--- src/rtl/evt_status_pkg.sv ---
// Package: shared constants and helpers for the sticky event status block.
// Assumes an eight-bit status word with a layout fixed by software decode.
package evt_status_pkg;

    localparam int unsigned STAT_W  = 8;
    localparam int unsigned EVT_NUM = 5;

    // Event index (position in the live vector)
    typedef enum logic [2:0] {
        EVT_SYS_ALARM  = 3'd0,
        EVT_LINE_ALARM = 3'd1,
        EVT_PAT_SYNC   = 3'd2,
        EVT_ACT_CODE   = 3'd3,
        EVT_DEACT_CODE = 3'd4
    } evt_idx_e;

    // Edge-control groups
    typedef enum logic [1:0] {
        GRP_ALARM = 2'd0,
        GRP_SYNC  = 2'd1,
        GRP_CODE  = 2'd2
    } evt_grp_e;

    localparam int unsigned GRP_NUM = 3;

    // Bit mask of the implemented (non-reserved) status bits
    localparam logic [STAT_W-1:0] IMPL_MASK = 8'b1110_0011;

    // Status bit position of an event; software decodes this layout
    function automatic int unsigned evt_bit_pos(input int unsigned idx);
        case (idx)
            0:       return 7;
            1:       return 6;
            2:       return 5;
            3:       return 1;
            default: return 0;
        endcase
    endfunction

    // Edge-control group that governs an event
    function automatic int unsigned evt_group(input int unsigned idx);
        case (idx)
            0, 1:    return GRP_ALARM;
            2:       return GRP_SYNC;
            default: return GRP_CODE;
        endcase
    endfunction

endpackage

--- src/rtl/evt_edge_qual.sv ---
// Edge qualifier: samples each live level once per clock and flags a
// qualifying change. Per event, mode 0 qualifies only 0->1 and mode 1
// qualifies any change. Assumes the live levels are already synchronous.
module evt_edge_qual #(
    parameter int unsigned N_EVT = 5
) (
    input  logic             clk,
    input  logic             rst_n,
    input  logic [N_EVT-1:0] live_i,
    input  logic [N_EVT-1:0] any_mode_i,
    output logic [N_EVT-1:0] hit_o
);

    logic [N_EVT-1:0] prev_q;

    // Keep the previous sample of every live level
    always_ff @(posedge clk) begin
        if (!rst_n) begin
            prev_q <= '0;
        end else begin
            prev_q <= live_i;
        end
    end

    generate
        for (genvar e = 0; e < N_EVT; e++) begin : g_evt
            logic rise;
            logic chg;
            // Classify the change seen on this event
            always_comb begin
                rise = live_i[e] & ~prev_q[e];
                chg  = live_i[e] ^ prev_q[e];
            end
            // Select the change that counts for this event's mode
            always_comb begin
                hit_o[e] = any_mode_i[e] ? chg : rise;
            end
        end
    endgenerate

endmodule

--- src/rtl/evt_sticky_bank.sv ---
// Sticky flag bank: a set request latches a flag, and a write of 1 clears
// it. A set and a clear on the same edge leave the flag set. Bits outside
// KEEP_MASK are reserved: they are held at 0 and ignore writes.
module evt_sticky_bank #(
    parameter int unsigned           W         = 8,
    parameter logic [W-1:0]          KEEP_MASK = '1
) (
    input  logic         clk,
    input  logic         rst_n,
    input  logic [W-1:0] set_i,
    input  logic         wr_en_i,
    input  logic [W-1:0] wr_data_i,
    output logic [W-1:0] flags_o
);

    logic [W-1:0] flags_q;
    logic [W-1:0] clr;
    logic [W-1:0] flags_d;

    // Decode the clear request from the write port
    always_comb begin
        clr = wr_en_i ? wr_data_i : '0;
    end

    // Set has priority over clear; reserved bits forced to zero
    always_comb begin
        flags_d = ((flags_q & ~clr) | set_i) & KEEP_MASK;
    end

    // Hold the flags
    always_ff @(posedge clk) begin
        if (!rst_n) begin
            flags_q <= '0;
        end else begin
            flags_q <= flags_d;
        end
    end

    always_comb flags_o = flags_q;

endmodule

--- src/rtl/evt_irq_reg.sv ---
// Interrupt register: ORs all status flags and registers the result.
// Assumes the reserved flags arrive as zero.
module evt_irq_reg #(
    parameter int unsigned W = 8
) (
    input  logic         clk,
    input  logic         rst_n,
    input  logic [W-1:0] flags_i,
    output logic         irq_o
);

    logic irq_q;

    // Register the OR of all flags
    always_ff @(posedge clk) begin
        if (!rst_n) begin
            irq_q <= 1'b0;
        end else begin
            irq_q <= |flags_i;
        end
    end

    always_comb irq_o = irq_q;

endmodule

--- src/rtl/evt_sticky_status.sv ---
// Top: per-channel sticky event status register with edge-selectable
// capture. It gathers five live levels and expands the three group edge
// controls to the five events. Qualified edges are mapped to fixed bit
// positions, then latched, read back and reduced to an interrupt.
// Assumes the live levels and controls are synchronous to clk.
module evt_sticky_status
    import evt_status_pkg::*;
#(
    parameter int unsigned REG_W = STAT_W,
    parameter int unsigned N_EVT = EVT_NUM
) (
    input  logic             clk,
    input  logic             rst_n,
    input  logic             sys_alarm_i,
    input  logic             line_alarm_i,
    input  logic             pat_sync_i,
    input  logic             act_code_i,
    input  logic             deact_code_i,
    input  logic             alarm_anyedge_i,
    input  logic             sync_anyedge_i,
    input  logic             code_anyedge_i,
    input  logic             wr_en_i,
    input  logic [REG_W-1:0] wr_data_i,
    output logic [REG_W-1:0] rd_data_o,
    output logic             irq_o
);

    logic [N_EVT-1:0]   live;
    logic [GRP_NUM-1:0] grp_mode;
    logic [N_EVT-1:0]   evt_mode;
    logic [N_EVT-1:0]   evt_hit;
    logic [REG_W-1:0]   set_map;
    logic [REG_W-1:0]   flags;

    // Gather the live levels in event-index order
    always_comb begin
        live[EVT_SYS_ALARM]  = sys_alarm_i;
        live[EVT_LINE_ALARM] = line_alarm_i;
        live[EVT_PAT_SYNC]   = pat_sync_i;
        live[EVT_ACT_CODE]   = act_code_i;
        live[EVT_DEACT_CODE] = deact_code_i;
    end

    // Gather the group edge controls
    always_comb begin
        grp_mode[GRP_ALARM] = alarm_anyedge_i;
        grp_mode[GRP_SYNC]  = sync_anyedge_i;
        grp_mode[GRP_CODE]  = code_anyedge_i;
    end

    // Expand group controls to events, and map hits onto status bits
    generate
        for (genvar e = 0; e < N_EVT; e++) begin : g_map
            localparam int unsigned GRP = evt_group(e);
            always_comb evt_mode[e] = grp_mode[GRP];
        end
        for (genvar b = 0; b < REG_W; b++) begin : g_bit
            logic hit_here;
            // Find the event, if any, that owns this status bit
            always_comb begin
                hit_here = 1'b0;
                for (int e = 0; e < N_EVT; e++) begin
                    if (evt_bit_pos(e) == b) begin
                        hit_here = evt_hit[e];
                    end
                end
            end
            always_comb set_map[b] = hit_here;
        end
    endgenerate

    evt_edge_qual #(
        .N_EVT      (N_EVT)
    ) u_edge (
        .clk        (clk),
        .rst_n      (rst_n),
        .live_i     (live),
        .any_mode_i (evt_mode),
        .hit_o      (evt_hit)
    );

    evt_sticky_bank #(
        .W          (REG_W),
        .KEEP_MASK  (IMPL_MASK)
    ) u_bank (
        .clk        (clk),
        .rst_n      (rst_n),
        .set_i      (set_map),
        .wr_en_i    (wr_en_i),
        .wr_data_i  (wr_data_i),
        .flags_o    (flags)
    );

    evt_irq_reg #(
        .W          (REG_W)
    ) u_irq (
        .clk        (clk),
        .rst_n      (rst_n),
        .flags_i    (flags),
        .irq_o      (irq_o)
    );

    always_comb rd_data_o = flags;

endmodule

--- config.mk ---
export PLATFORM = sky130hd
export DESIGN_NAME = evt_sticky_status
export DESIGN_NICKNAME = d
export VERILOG_FILES = /design/src/rtl/evt_status_pkg.sv /design/src/rtl/evt_edge_qual.sv /design/src/rtl/evt_sticky_bank.sv /design/src/rtl/evt_irq_reg.sv /design/src/rtl/evt_sticky_status.sv
export SDC_FILE = /design/constraint.sdc
export NUM_CORES = 1
export LEC_CHECK = 0
export BUFFER_PORTS_ARGS = -buffer_cell sky130_fd_sc_hd__buf_2
export CORE_AREA = 4 4 41 43
export CTS_CLUSTER_DIAMETER = 80
export CTS_CLUSTER_SIZE = 28
export DETAILED_ROUTE_END_ITERATION = 6
export DIE_AREA = 0 0 45 47
export PLACE_DENSITY = 0.71
export SYNTH_ARGS = -nofsm -noshare
export SYNTH_HDL_FRONTEND = slang
export SYNTH_SLANG_ARGS = --single-unit
--- constraint.sdc ---
create_clock -name clk -period 1.2 [get_ports clk]
set_input_delay 0.18 -clock clk [delete_from_list [all_inputs] [get_ports clk]]
set_output_delay 0.18 -clock clk [all_outputs]
set_load 0.02 [all_outputs]
==> summary by stage, run 1 <==
Setup path
Along the worst path, the maximum fanout reaches 3. For the worst setup path, the data required time is 1.36 ns. The slowest stage of the critical path belongs to the cell or4_1.

The critical path is of the flop to flop type. The critical path goes through or4_1, o21a_1. In this design, the stage delay of the slowest critical-path cell is 0.51 ns. The arrival time reported for the critical path endpoint is 1.27 ns. Together, buffers and inverters on the worst path number 0. The kind of start point of the critical path is a flop. STA classifies the critical path endpoint as a flop. In this design, the largest share of critical-path delay is due to simple AND/OR/NAND/NOR gates.

Layout
The multi-input logic area is 264 um^2. Excluding fillers, the count of instances in the completed layout stands at 91. The layout-stage area growth over the synthesis result is 25.2%. The filler cells instantiated in the layout total 134.

In the final layout, the share of cells above drive strength 1 is 31.6%. The sequential cells in the finished layout cover a total of 220 um^2. The final layout contains 101 nets.

The repair_antennas step left the layout with diodes totalling 0.

Route
The average wire per standard cell is 10.6 um. The post-detailed-route count of antenna-violating nets is 0. The count of vias placed by the detailed router is 427.

In the routed design, unresolved DRC markers number 0. The routed wire length is 966 um. The average via count per standard cell is 4.69. The number of optimization iterations in the first detailed-route pass is 2.

The detailed router finished its first iteration with 3 violations.

Clock tree
The number of CTS-inserted buffers is 3. The number of sinks handled by clock tree synthesis is 11. The master cell of the clock root buffer is clkbuf_4. The clock latency of the later-clocked register in the worst-skew pair is 0.26 ns. The clock-pin transition on the worst setup and hold timing paths is 0.07 ns. In this run the number of H-tree levels came out at 1. TritonCTS built the clock tree.

The number of gates resized after CTS was 0. The longest clock path from root to sink contains 2 buffers. The number of buffers added for setup after CTS is 0. After clock tree synthesis, the flow added hold-fix buffers numbering 0.

Floorplan
The die is 47 um tall. The floorplan die width is 45 um. The initial utilization of the core area, before any placement, comes to 40.1%. The die covers 2120 um^2. The core region is 1300 um^2. The I/O pin total is 28. The standard-cell row count is 13.

Power
The internal power of the cells totals 596 uW. Summed over all cells, the static leakage comes to 0.000314 uW. Of the total power, registers draw 50.2%.

The share of total power in the clock network is 30.6%. The design draws 808 uW. Combinational cells account for 19.2% of the total power. The net load switching power is 212 uW. The switching power share of the total is 26.3%. VDD sags by at most 0.647 mV.

The power density relative to cell area is 1240 nW/um^2.

Synth
In this run the cell area of the synthesized design comes to 522 um^2. After synthesis, the most frequently instantiated cells are 11 x dfxtp_1, 10 x nor2b_1. After synthesis, the cell types taking the most area are dfxtp_1 42%, ha_1 12%, nor2b_1 12%. Each instance of the synthesized netlist takes up on average 9.84 um^2. By instance count, the leading cell after synthesis is dfxtp_1. The distinct cell type count after synthesis is 12. In this run, synthesis produced a sequential element count of 11. The async set-reset flop share out of synthesis is 0%. The number of enable-type register cells in the synthesized netlist is 0. Summed over all instances, the cell type with the most area after synthesis is dfxtp_1. Summing the sequential cell areas from Yosys gives 42.2% of the chip area. The warning count from the yosys run is 0. The cell count after synthesis is 53.

In the synthesized netlist the dominant register cell turns out to be dfxtp_1. The share of synthesized area in the top cell type comes to 42.2%.

Outcome
The flow ran to the end, and the final reports show no timing, DRC or antenna violations.

Place
The number of I/O port buffers is 21. In this run, placement finished with an instance count of 87. The placed wire-length estimate is 789 um. The pre-CTS worst setup slack is 0.0953 ns. The placer congestion estimate is 0.643.

GRT
The first global-routing pass estimated 1.65 mm of wire. Global routing consumed, over all layers together, 11.3% of the routing resources. The via count of the first global-routing pass is 437. The remaining global-route overflow is 0.

The initial antenna violation count is 0. Entering global routing, the biggest net connects 12 pins.

STA
Summed over all failing endpoints, the final setup total negative slack is 0 ns. After layout, the worst setup slack is 0.0966 ns. The count of endpoints failing setup in the final report is 0.

The timing-limited maximum frequency is 906 MHz. Setup repair after global routing left no endpoint under its margin. The count of final hold-check violations is 0. After layout, the worst path uses 92.0% of the clock period. The worst path needs 1.10 ns of the cycle, external delays included. The final number of max-transition violations is 0.

The final setup skew is 0.00271 ns.

Job
The tool flagged a number of max-cap violations equal to 0.

Min path
The tightest min-delay check is of the primary input to flop type.
cells in the final DEF, fill, tap and decap left out:
master    instances
o21a_1            1
clkbuf_4          3
conb_1            3
o31a_1            5
nor2b_1          10
or4_1             1
inv_1             5
dfxtp_1          11
clkbuf_1          1
buf_2            21
and2_1            5
a21boi_0          5
ha_1              5
stage by stage:
stage / hold WS, ns / instance area [um^2] / util [%]
2_1_floorplan: 0.302 / 529 / -
3_3_place_gp: 0.405 / 627 / 48.2
3_5_place_dp: 0.409 / 627 / 48.2
4_1_cts: 0.130 / 653 / 50.2
5_1_grt: 0.153 / 653 / 50.2
6_report: 0.141 / 653 / 50.2
final timing paths:
check	startpoint	to	slack (ns)	cells past startpoint
worst max-delay path	u_bank.flags_o[1]	u_irq.irq_o	0.1	2
worst min-delay path	sys_alarm_i	u_edge.prev_q[0]	0.14	2
worst max register to register	u_bank.flags_o[1]	u_irq.irq_o	0.1	2
worst min register to register	u_bank.flags_o[5]	u_irq.irq_o	0.49	1
state kept, by name, summed over array words and instances (netlist names):
name	flops
u_bank.flags_o	5
u_edge.prev_q	5
u_irq.irq_o	1
layout make-up:
| type | count | area share [%] |
|---|---|---|
| Multi-Input combinational cell | 35 | 40.4 |
| Clock buffer | 4 | 4.02 |
| Tap cell | 15 | 2.87 |
| Inverter | 5 | 2.87 |
| Sequential cell | 11 | 33.7 |
| Timing Repair Buffer | 21 | 16.1 |
power groups by stage:
stage               Sequential (uW)  Clock [uW]  Combinational [uW]
floorplan                       438           0                79.2
global placement                414           0                 153
detailed placement              415           0                 157
CTS                             407         261                 159
global route                    410         276                 178
finish                          406         247                 155
logic make-up (layout without fill, tap and decap cells):
family	after synthesis	count (layout)	share of synthesized area, %
adders and majority gates	5	5	12.0
AOI/OAI and AO/OA	11	11	17.0
DFF	11	11	42.2
and+or+nand+nor	16	16	19.4
buffers and inverters	9	30	8.63
other	1	3	0.719
metal layers:
layer	vias to the layer above	routed length (um)	track usage [%]
met5	-	0	0
met2	12	496	19.8
met4	0	9	10.5
li1	218	-	-
met3	2	68	2.30
met1	195	391	11.1
Note: power is estimated with default switching activity, not from simulation.
==> inputs of run 2 (changes only) <==
--- a/config.mk
+++ b/config.mk
@@ -6,12 +6,14 @@
 export NUM_CORES = 1
 export LEC_CHECK = 0
 export BUFFER_PORTS_ARGS = -buffer_cell sky130_fd_sc_hd__buf_2
-export CORE_AREA = 4 4 41 43
+export CELL_PAD_IN_SITES_DETAIL_PLACEMENT = 1
+export CELL_PAD_IN_SITES_GLOBAL_PLACEMENT = 2
+export CORE_MARGIN = 4
+export CORE_UTILIZATION = 23
 export CTS_CLUSTER_DIAMETER = 80
 export CTS_CLUSTER_SIZE = 28
 export DETAILED_ROUTE_END_ITERATION = 6
-export DIE_AREA = 0 0 45 47
-export PLACE_DENSITY = 0.71
+export PLACE_DENSITY_LB_ADDON = 0.1
 export SYNTH_ARGS = -nofsm -noshare
 export SYNTH_HDL_FRONTEND = slang
 export SYNTH_SLANG_ARGS = --single-unit
==> summary by stage, run 2 (synthesized netlist as in run 1, its figures left out) <==
Outcome
Outcome: finished, final reports clean (unchanged).

STA
The clock period minus final worst setup slack was 1.11 ns (was 1.10 ns). The final number of max-transition violations came to 0 (unchanged). The worst hold slack was 0.134 ns (was 0.141 ns). The final cycle utilization of the critical path is 92.5% (was 92.0%). The accumulated negative setup slack was 0 ns (unchanged). Setup repair after global routing missed its margin: false (unchanged). The count of final hold-check violations was 0 (unchanged). The final setup skew is 0.00603 ns (was 0.00271 ns). The count of endpoints failing setup in the final report came to 0 (unchanged). The timing-limited maximum frequency was 901 MHz (was 906 MHz).

Setup path
The worst reg-to-reg path cell count was 2 (unchanged). The worst setup path endpoint is u_irq.irq_o (unchanged). The launching instance or port of the critical path is u_bank.flags_o[1] (unchanged).

The total stage count of the critical path is 2 (unchanged). The worst-case register-to-register setup slack was 0.09 ns (was 0.1 ns). The critical register-to-register path endpoint is u_irq.irq_o (unchanged). Cell-by-cell trace of the critical path: or4_1, o21a_1 (unchanged). The type of the worst setup path is flop to flop (unchanged). The critical path data required time came to 1.36 ns (about the same). The kind of start point of the critical path is a flop (unchanged). The arrival time reported for the critical path endpoint is 1.27 ns (about the same). The cell at the slowest stage of the critical path is or4_1 (unchanged). The launch point of the worst reg-to-reg path is u_bank.flags_o[1] (unchanged). The kind of cell adding the most delay to the critical path is simple AND/OR/NAND/NOR gates (unchanged).

The buffers plus inverters on the worst setup path came to 0 (unchanged). The capturing element type of the critical path is a flop (unchanged). The maximum fanout encountered on the critical timing path was 3 (unchanged). The peak per-stage delay on the critical path is 0.52 ns (was 0.51 ns).

Floorplan
The standard-cell row count is 16 (was 13). The floorplan die width is 55.6 um (was 45 um). The die height is 55.6 um (was 47 um). The I/O pin total is 28 (unchanged). The initial standard-cell utilization of the core is 25.3% (was 40.1%). The area of the die is 3090 um^2 (was 2120 um^2).

The placeable core region came to 2060 um^2 (was 1300 um^2).

Route
The count of vias placed by the detailed router is 422 (was 427). The average wire per standard cell was 10.4 um (was 10.6 um). The average via count per standard cell came to 4.10 (was 4.69). The number of DRC markers in iteration 0 is 1 (was 3).

The number of optimization iterations in the first detailed-route pass is 2 (unchanged). The routed wire length is 1.07 mm (was 966 um). The number of design rule violations left after detail routing is 0 (unchanged).

The post-detailed-route count of antenna-violating nets is 0 (unchanged).

GRT
The remaining global-route overflow is 0 (unchanged). The overall global routing resource usage came to 8.07% (was 11.3%). The via count of the first global-routing pass is 423 (was 437). The wire length of the first global-routing pass is 1.88 mm (was 1.65 mm). The initial antenna violation count was 0 (unchanged). The maximum number of pins on one net before global-route repair is 12 (unchanged).

Place
The placer congestion estimate is 0.628 (was 0.643). The number of I/O port buffers is 21 (unchanged). The placed wire-length estimate is 880 um (was 789 um).

Clock tree
The number of sinks handled by clock tree synthesis is 11 (unchanged). The clock tree from TritonCTS is done (unchanged). The maximum root-to-sink buffer count came to 2 (unchanged).

The post-CTS resize count is 0 (unchanged). The clock-pin transition on the worst setup and hold timing paths is 0.07 ns (about the same). The clock latency of the later-clocked register in the worst-skew pair is 0.26 ns (about the same).

The number of CTS-inserted buffers is 3 (unchanged). The number of hold buffers added after CTS is 0 (unchanged). The count of H-tree levels built during CTS came to 1 (unchanged). The number of buffers added for setup after CTS was 0 (unchanged). The master cell of the clock root buffer is clkbuf_4 (unchanged).

Power
The static leakage is 0.000314 uW (unchanged). The maximum vdd drop was 0.548 mV (was 0.647 mV). The power density relative to cell area is 1210 nW/um^2 (was 1240 nW/um^2).

Layout
The number of nets in the finished design was 101 (unchanged). The fraction of layout cells with a size suffix above 1 is 31.6% (unchanged). The layout-stage area growth over the synthesis result is 28.1% (was 25.2%). Commonest cells after routing, fill and taps aside: 21 x buf_2, 11 x dfxtp_1, 10 x nor2b_1 (unchanged). The multi-input logic area is 264 um^2 (unchanged). The number of inserted filler cells in the final layout is 263 (was 134).

The number of diodes is 0 (unchanged). The sequential cell area is 220 um^2 (unchanged). The most frequent standard cell in the layout excluding fill and tap cells was buf_2 (unchanged).

Min path
The class of the tightest hold or removal check is primary input to flop (unchanged).

Job
The number of violations of the max-capacitance limit was 0 (unchanged).
-- run 2: cell counts in the layout (fill, tap and decap cells not counted) --
No cell type changed its count.
-- run 2: area by class of cell --
class,count,area share (%)
Clock buffer,4,3.93
Multi-Input combinational cell,35,39.5
Tap cell,27,5.06
Timing Repair Buffer,21,15.7
Sequential cell,11,33.0
Inverter,5,2.81
-- run 2: report_power, final --
group | switching [uW] | internal, uW
clock | 120 | 128
sequential | 11.7 | 394
combinational | 82.8 | 73.2
total | 215 | 596
-- run 2: worst min-delay path by stage --
stage | startpoint | endpoint | slack [ns] | cells after the start
3_5_place_dp | sys_alarm_i | u_edge.prev_q[0] | 0.41 | 2
5_1_grt | pat_sync_i | u_edge.prev_q[2] | 0.13 | 2
4_1_cts | sys_alarm_i | u_edge.prev_q[0] | 0.12 | 2
6_report | sys_alarm_i | u_edge.prev_q[0] | 0.13 | 2
3_3_place_gp | sys_alarm_i | u_edge.prev_q[0] | 0.40 | 2
2_1_floorplan | sys_alarm_i | u_edge.prev_q[0] | 0.30 | 1
-- run 2: routing by layer --
| metal | GRT usage, % | vias to the layer above | wire length, um |
|---|---|---|---|
| met5 | 0 | - | 0 |
| met4 | 4.17 | 0 | 21 |
| met3 | 5.34 | 2 | 97 |
| met2 | 11.5 | 16 | 470 |
| met1 | 9.08 | 188 | 483 |
| li1 | - | 216 | - |
-- run 2: stage by stage --
stage               instance area (um^2)  power (uW)  setup slack (ns)  utilization [%]  instances
floorplan                            529         517            0.0433                -         55
global placement                     642         573             0.102             31.1         99
detailed placement                   642         575            0.0943             31.1         99
CTS                                  668         837            0.0809             32.4        103
global route                         668         879            0.0631             32.4        103
finish                               668         811            0.0901             32.4        103
-- run 2: worst reg2reg max path, stage by stage (launching register included) --
cell     delay, ns
dfxtp_1       0.32
or4_1         0.52
o21a_1        0.17
